===== config.mk =====
export PLATFORM = sky130hd
export DESIGN_NAME = pipe_hazard_unit
export DESIGN_NICKNAME = d
export VERILOG_FILES = /design/src/rtl/hzd_pkg.sv /design/src/rtl/hzd_track.sv /design/src/rtl/hzd_ctrl.sv /design/src/rtl/pipe_hazard_unit.sv
export SDC_FILE = /design/constraint.sdc
export NUM_CORES = 1
export LEC_CHECK = 0
export ABC_CLOCK_PERIOD_IN_PS = 2500
export BUFFER_PORTS_ARGS = -buffer_cell sky130_fd_sc_hd__buf_4
export CORE_MARGIN = 2
export CORE_UTILIZATION = 49
export CTS_CLUSTER_SIZE = 24
export DETAILED_ROUTE_END_ITERATION = 16
export GPL_TIMING_DRIVEN = 1
export PLACE_DENSITY_LB_ADDON = 0.25
export RECOVER_POWER = 100
export SLEW_MARGIN = 20
export SYNTH_ARGS = -nofsm -noshare
export SYNTH_HDL_FRONTEND = slang
export SYNTH_SLANG_ARGS = --single-unit

===== constraint.sdc =====
create_clock -name clk -period 2.5 [get_ports clk]
set_clock_uncertainty 0.05 [all_clocks]
set_input_delay 0.5 -clock clk [delete_from_list [all_inputs] [get_ports clk]]
set_output_delay 0.5 -clock clk [all_outputs]
set_load 0.1 [all_outputs]

===== src/rtl/hzd_pkg.sv =====
package hzd_pkg;

  localparam int NUM_OPND = 2;

  typedef enum logic [1:0] {
    KIND_NONE   = 2'd0,
    KIND_ALU    = 2'd1,
    KIND_LOAD   = 2'd2,
    KIND_BRANCH = 2'd3
  } instrKind_e;

  typedef enum logic [1:0] {
    SEL_REGFILE = 2'd0,
    SEL_EXMEM   = 2'd1,
    SEL_MEMWB   = 2'd2
  } opndSel_e;

  // Per-source comparison result handed from the tracker to the control.
  typedef struct packed {
    logic exHit;
    logic exLoad;
    logic memHit;
    logic memLoad;
  } srcMatch_t;

  // Strobes from the control back to the tracker.
  typedef struct packed {
    logic     insertBubble;
    opndSel_e selA;
    opndSel_e selB;
  } ctlStrobe_t;

endpackage


===== src/rtl/hzd_track.sv =====
module hzd_track
  import hzd_pkg::*;
#(
  parameter int REG_W = 5
) (
  input  logic             clk,
  input  logic             rstN,
  input  logic             idValid,
  input  logic [1:0]       idKind,
  input  logic [REG_W-1:0] idDst,
  input  logic [REG_W-1:0] idSrcA,
  input  logic             idUseA,
  input  logic [REG_W-1:0] idSrcB,
  input  logic             idUseB,
  input  ctlStrobe_t       strobe,
  output srcMatch_t        matchA,
  output srcMatch_t        matchB,
  output logic [1:0]       fwdSelA,
  output logic [1:0]       fwdSelB
);

  typedef struct packed {
    logic             wr;
    logic             load;
    logic [REG_W-1:0] dst;
  } stage_t;

  stage_t     idS, exS, memS;
  opndSel_e   exSelA, exSelB;
  instrKind_e kind;

  logic [REG_W-1:0] src     [NUM_OPND];
  logic             srcUsed [NUM_OPND];
  srcMatch_t        match   [NUM_OPND];

  assign kind       = instrKind_e'(idKind);
  assign src[0]     = idSrcA;
  assign src[1]     = idSrcB;
  assign srcUsed[0] = idUseA;
  assign srcUsed[1] = idUseB;

  // Decode-slot summary as it would enter execute.
  always_comb begin
    idS.wr   = idValid && (kind == KIND_ALU || kind == KIND_LOAD) && (idDst != '0);
    idS.load = idValid && (kind == KIND_LOAD);
    idS.dst  = idDst;
  end

  // One comparator set per source operand.
  for (genvar g = 0; g < NUM_OPND; g++) begin : g_opnd
    logic live;
    assign live = srcUsed[g] && (src[g] != '0);
    assign match[g] = {live && exS.wr  && (exS.dst  == src[g]), exS.load,
                       live && memS.wr && (memS.dst == src[g]), memS.load};
  end

  assign matchA = match[0];
  assign matchB = match[1];

  always_ff @(posedge clk or negedge rstN) begin
    if (!rstN) begin
      exS    <= '0;
      memS   <= '0;
      exSelA <= SEL_REGFILE;
      exSelB <= SEL_REGFILE;
    end else begin
      memS <= exS;
      if (strobe.insertBubble) begin
        exS    <= '0;
        exSelA <= SEL_REGFILE;
        exSelB <= SEL_REGFILE;
      end else begin
        exS    <= idS;
        exSelA <= strobe.selA;
        exSelB <= strobe.selB;
      end
    end
  end

  assign fwdSelA = exSelA;
  assign fwdSelB = exSelB;

endmodule


===== src/rtl/hzd_ctrl.sv =====
module hzd_ctrl
  import hzd_pkg::*;
#(
  parameter int FWD_EN = 1
) (
  input  logic       idValid,
  input  logic [1:0] idKind,
  input  srcMatch_t  matchA,
  input  srcMatch_t  matchB,
  output ctlStrobe_t strobe
);

  logic      isBranch;
  srcMatch_t m        [NUM_OPND];
  logic      needHold [NUM_OPND];
  opndSel_e  sel      [NUM_OPND];

  assign isBranch = (instrKind_e'(idKind) == KIND_BRANCH);
  assign m[0]     = matchA;
  assign m[1]     = matchB;

  for (genvar g = 0; g < NUM_OPND; g++) begin : g_rule
    if (FWD_EN != 0) begin : g_fwd
      // Branch reads in decode: needs EX result a cycle later, load data two.
      assign needHold[g] = isBranch ? (m[g].exHit || (m[g].memHit && m[g].memLoad))
                                    : (m[g].exHit && m[g].exLoad);
      assign sel[g] = !idValid    ? SEL_REGFILE :
                      m[g].exHit  ? SEL_EXMEM   :
                      m[g].memHit ? SEL_MEMWB   : SEL_REGFILE;
    end else begin : g_ilk
      // Wait until the producer has reached write-back.
      assign needHold[g] = m[g].exHit || m[g].memHit;
      assign sel[g]      = SEL_REGFILE;
    end
  end

  assign strobe = '{insertBubble: idValid && (needHold[0] || needHold[1]),
                    selA:         sel[0],
                    selB:         sel[1]};

endmodule


===== src/rtl/pipe_hazard_unit.sv =====
module pipe_hazard_unit
  import hzd_pkg::*;
#(
  parameter int REG_W  = 5,
  parameter int FWD_EN = 1
) (
  input  logic             clk,
  input  logic             rstN,
  input  logic             idValid,
  input  logic [1:0]       idKind,
  input  logic [REG_W-1:0] idDst,
  input  logic [REG_W-1:0] idSrcA,
  input  logic             idUseA,
  input  logic [REG_W-1:0] idSrcB,
  input  logic             idUseB,
  output logic             stall,
  output logic             bubble,
  output logic [1:0]       fwdSelA,
  output logic [1:0]       fwdSelB
);

  ctlStrobe_t strobe;
  srcMatch_t  matchA, matchB;

  hzd_ctrl #(.FWD_EN(FWD_EN)) ctlI (
    .idValid (idValid),
    .idKind  (idKind),
    .matchA  (matchA),
    .matchB  (matchB),
    .strobe  (strobe)
  );

  hzd_track #(.REG_W(REG_W)) trkI (
    .clk     (clk),
    .rstN    (rstN),
    .idValid (idValid),
    .idKind  (idKind),
    .idDst   (idDst),
    .idSrcA  (idSrcA),
    .idUseA  (idUseA),
    .idSrcB  (idSrcB),
    .idUseB  (idUseB),
    .strobe  (strobe),
    .matchA  (matchA),
    .matchB  (matchB),
    .fwdSelA (fwdSelA),
    .fwdSelB (fwdSelB)
  );

  assign stall  = strobe.insertBubble;
  assign bubble = strobe.insertBubble;

endmodule


# Word-level counts from Yosys, hierarchy flattened
# Cells that the tools add are included.
# word_totals
regBits	18
input_bits	22
# op_classes
n_eq_ne	7
n_mux	11
reduce_logical	25
# op_table
operator	count
$eq 5x5->1	4
$logic_and 1x1->1	18
$mux 2	8
$reduce_bool 5->1	3
$mux 7	1
$eq 2x2->1 const B	2
$logic_or 1x1->1	4
$eq 2x1->1 const B	1
$mux 1	2

# Depth between registers and ports, before layout
# depth
word_depth	10
mapped_depth	7
ltp_nobuf	5

# Hierarchy
# From an unflattened synthesis, not the netlist that was laid out.
# hier_totals
cells_unflattened	86
area_unflattened_um2	928.4
# by_module_without_submodules
mod	n_inst	cells_per_inst	area_per_inst_um2	seq_area_each_um2
hzd_track	1	74	853.3	450.4
hzd_ctrl	1	11	67.6	0.0
pipe_hazard_unit	1	1	7.5	0.0

# Least setup slack after synthesis
# No wires, ideal clock.
# synth_path
path_kind	input to output
startpoint	input idSrcB[4]
endpoint	output stall
t_arrival_ns	2.477
required_ns	1.950
path_slack_ns	-0.527
stages	7
path_buffers	2
path_cell_list	xor2_1 -> nor4_1 -> nand4_1 -> a21oi_2 -> buf_6 -> a21o_1 -> buf_4
# synth_between
elab_chain_cells	9
# synth_lines
item	line	source
from (decl)	pipe_hazard_unit.sv:14	input logic [REG_W-1:0] idSrcB,
$reduce_bool 5->1	hzd_track.sv:52	assign live = srcUsed[g] && (src[g] != '0);
$logic_and 1x1->1	hzd_track.sv:52	
$logic_and 1x1->1 (2 in a row)	hzd_track.sv:54	live && memS.wr && (memS.dst == src[g]), memS.load};
$logic_and 1x1->1	hzd_ctrl.sv:25	assign needHold[g] = isBranch ? (m[g].exHit || (m[g].memHit && m[g].memLoad))
$logic_or 1x1->1	hzd_ctrl.sv:25	
$mux 1 *	hzd_ctrl.sv:25	
$logic_or 1x1->1 *	hzd_ctrl.sv:37	assign strobe = '{insertBubble: idValid && (needHold[0] || needHold[1]),
$logic_and 1x1->1 *	hzd_ctrl.sv:37	
to (decl)	pipe_hazard_unit.sv:16	output logic stall,
# Mark *: on every way between the ends. The rest lies on a longest branch, timed or not.

# Worst setup path in the final report
# layout_path
startpoint	register trkI.memS[4] (netlist name)
endpoint	output bubble
# layout_between
elab_chain_cells	7
# layout_lines
item	line	source
from (decl)	hzd_track.sv:28	stage_t idS, exS, memS;
from (signal assigned)	hzd_track.sv:67	memS <= exS;
$eq 5x5->1	hzd_track.sv:54	
$logic_and 1x1->1	hzd_track.sv:54	
$logic_and 1x1->1	hzd_ctrl.sv:25	
$logic_or 1x1->1	hzd_ctrl.sv:25	
$mux 1	hzd_ctrl.sv:25	
$logic_or 1x1->1 *	hzd_ctrl.sv:37	
$logic_and 1x1->1 *	hzd_ctrl.sv:37	
to (decl)	pipe_hazard_unit.sv:17	output logic bubble,
# Marked as above.

==> impl_metrics.tcl <==
set metrics [dict create \
    row_count 15 \
    avgSynthCellArea_um2 10.46 \
    die_y_um 48.08 \
    diodes 0 \
    fillers 142 \
    endpoint_kind "output pin" \
    start_kind "flip-flop" \
    clock.fmax_mhz 390.2 \
    clk_pin_slew_worst_paths_ns 0.09 \
    leakage_nw 0.5802 \
    clock_power_share_pct 24.8 \
    cts.sinks 18 \
    ys_types 22 \
    rsz0062_at_grt "yes" \
    netlist_top_cells_count "dfrtp_1 (18), xor2_1 (12), nand2_1 (9), xnor2_1 (8), inv_1 (6)" \
    slew_headroom_pct 21.67 \
    drc_errors 0 \
    outcome "finished with violations" \
    hold_ws_ns 0.2813 \
    switchingPower_mw 0.1357 \
    swShare_pct 24.98 \
    dp_hpwl_um 1621 \
    grt_pass1_wl_um 3167 \
    yosys-top-cells-area "dfrtp_1 (47%), xor2_1 (11%), xnor2_1 (7.4%)" \
    die_area_mm2 0.002312 \
    fin_cells 154 \
    clk_latency_ns 0.28 \
    maxCapViolCount 0 \
    vias 822 \
    routed_via_density 5.338 \
    antenna_found_initial 0 \
    grt.total_usage_pct 20.42 \
    port_buffers 27 \
    failed_checks "setup timing" \
    power.density_mw_per_mm2 426.3 \
    r2r_cells 7 \
    synth_seq_area_share_pct 47.31 \
    drive_gt1_share_pct 31.78 \
    cp_max_fo 2 \
    drtIter0Drc 20 \
    gp_congestion 0.9074 \
    yosysTopAreaCell "dfrtp_1" \
    ctsHtreeMaxLevel 1 \
    numCtsBuffers 3 \
    synth_warnings 0 \
    cts_root_buf "clkbuf_4" \
    cts_tree "yes" \
    multi_input_area_um2 465.4 \
    core_mm2 0.001783 \
    wl_per_cell_um 13.97 \
    synth_seq_cells 18 \
    routed_wirelength_um 2152 \
    post-place-ws_ns 0.02438 \
    seqPwrFrac_pct 58.0 \
    intPower_mw 0.4073 \
    finalCritPeriodShare_pct 102.5 \
    fin_nets 155 \
    async_reset_ff_share_pct 100.0 \
    overflow 0 \
    synthCells 91 \
    start_util_pct 53.40 \
    ant_nets 0 \
    syn_area_um2 952.2 \
    synthFlopType "dfrtp_1" \
    finalSetupViolCount 2 \
    clock_path_buffers 2 \
    slew_viol_final 0 \
    path_class "reg -> out" \
    grt_pass1_vias 750 \
    fin_crit_ns 2.563 \
    crit_required_ns 1.95 \
    vdd_drop_max_mv 0.2621 \
    timing.final.ws_setup_ns -0.06276 \
    hold_class "in -> async" \
    hold_buffers 0 \
    grt_max_degree 19 \
    io_pins 28 \
    tightest_slew_ns 1.180 \
    worstPathArrival_ns 2.01 \
    p_comb_share_pct 17.2 \
    die_x_um 48.08 \
    hold_viol_final 0 \
    syn_nets 115 \
    dp_cells 144 \
    synth_top_area_share_pct 47.31 \
    syn_to_final_growth_pct 33.77 \
    synth-edff-count 0 \
    synth_most_common_cell "dfrtp_1" \
    dr.pass1.iters 4 \
    seqCellArea_um2 450.4 \
]
-- power by group through the flow --
| stage | Sequential [mW] | Clock, mW | Combinational [mW] |
|---|---|---|---|
| final | 0.315 | 0.134 | 0.0935 |
| after detailed placement | 0.321 | 0 | 0.0897 |
| after global placement | 0.320 | 0 | 0.0873 |
| after floorplan | 0.319 | 0 | 0.0417 |
| after global routing | 0.316 | 0.152 | 0.102 |
| after CTS | 0.315 | 0.140 | 0.0905 |
-- path summary, 6_finish.rpt --
path,startpoint,endpoint,slack (ns)
worst max-delay path,trkI.memS[4]$_DFF_PN0_,bubble,-0.06
worst min-delay path,rstN,trkI.memS[4]$_DFF_PN0_,0.28
worst max register to register,trkI.memS[4]$_DFF_PN0_,trkI.fwdSelB[0]$_DFF_PN0_,0.43
worst min register to register,trkI.matchA[2]$_DFF_PN0_,trkI.matchA[0]$_DFF_PN0_,0.37
max in group asynchronous,rstN,trkI.matchA[0]$_DFF_PN0_,1.55
min in group clk,trkI.matchA[2]$_DFF_PN0_,trkI.matchA[0]$_DFF_PN0_,0.37
-- worst max-delay path, stage by stage (launching register included) --
cell and delay, ns:
dfrtp_1 0.41, xor2_1 0.17, nor4_1 0.31, nand4_1 0.21, a21oi_2 0.27, a21o_4 0.18, buf_8 0.19
-- cell families after synthesis --
group,count (synthesis),synth area share (%)
DFF,18,47.31
adders and majority gates,2,2.628
buffers and inverters,9,5.256
xor gates and xnor gates,20,18.40
AOI/OAI and AO/OA,11,8.148
and+or+nand+nor,31,18.26
-- registers in the layout, summed over array words and instances, names as in the netlist --
| register | cells |
|---|---|
| trkI.fwdSelA | 2 |
| trkI.exS | 6 |
| trkI.fwdSelB | 2 |
| trkI.matchA | 2 |
| trkI.memS | 6 |
-- cell usage in the layout (no fill, tap or decap), drive strengths merged, types with 4 or more instances in the layout --
master	instances
buf	32
dfrtp	18
xor2	12
nand2	9
clkbuf	9
xnor2	8
inv	6
a211oi	5
nor4	5
nor3	4
nand4	4
a21oi	4
-- layer usage --
metal / vias to the layer above / GRT usage (%) / share of wire, %
met5: - / 0 / 0
met2: 28 / 35.20 / 48
met3: 4 / 3.396 / 4.6
met4: 0 / 8.108 / 1.7
li1: 392 / - / -
met1: 398 / 25.23 / 45
-- repair_timing --
action,in CTS,in global routing
setup endpoints to repair,2,2
resized for setup,4,1
pin swaps,1,5
setup buffers,0,7
-- cell type report --
cell class              count  share of cell area [%]
clock buffers               3                   1.768
well taps                  25                   2.456
inverters                   6                   1.768
multi-input cells          64                   36.54
flip-flops and latches     18                   35.36
repair buffers             38                   22.10
-- per-stage QoR --
stage / area [um2] / TNS [ns] / power, mW / utilization [%]
detailed placement: 1196 / 0 / 0.4105 / 67.09
global route: 1274 / -0.1450 / 0.5705 / 71.44
CTS: 1234 / 0 / 0.5450 / 69.19
global placement: 1196 / 0 / 0.4075 / 67.09
floorplan: 963.4 / 0 / 0.3605 / -
finish: 1274 / -0.1254 / 0.5430 / 71.44
(Power assumes the default switching activity.)
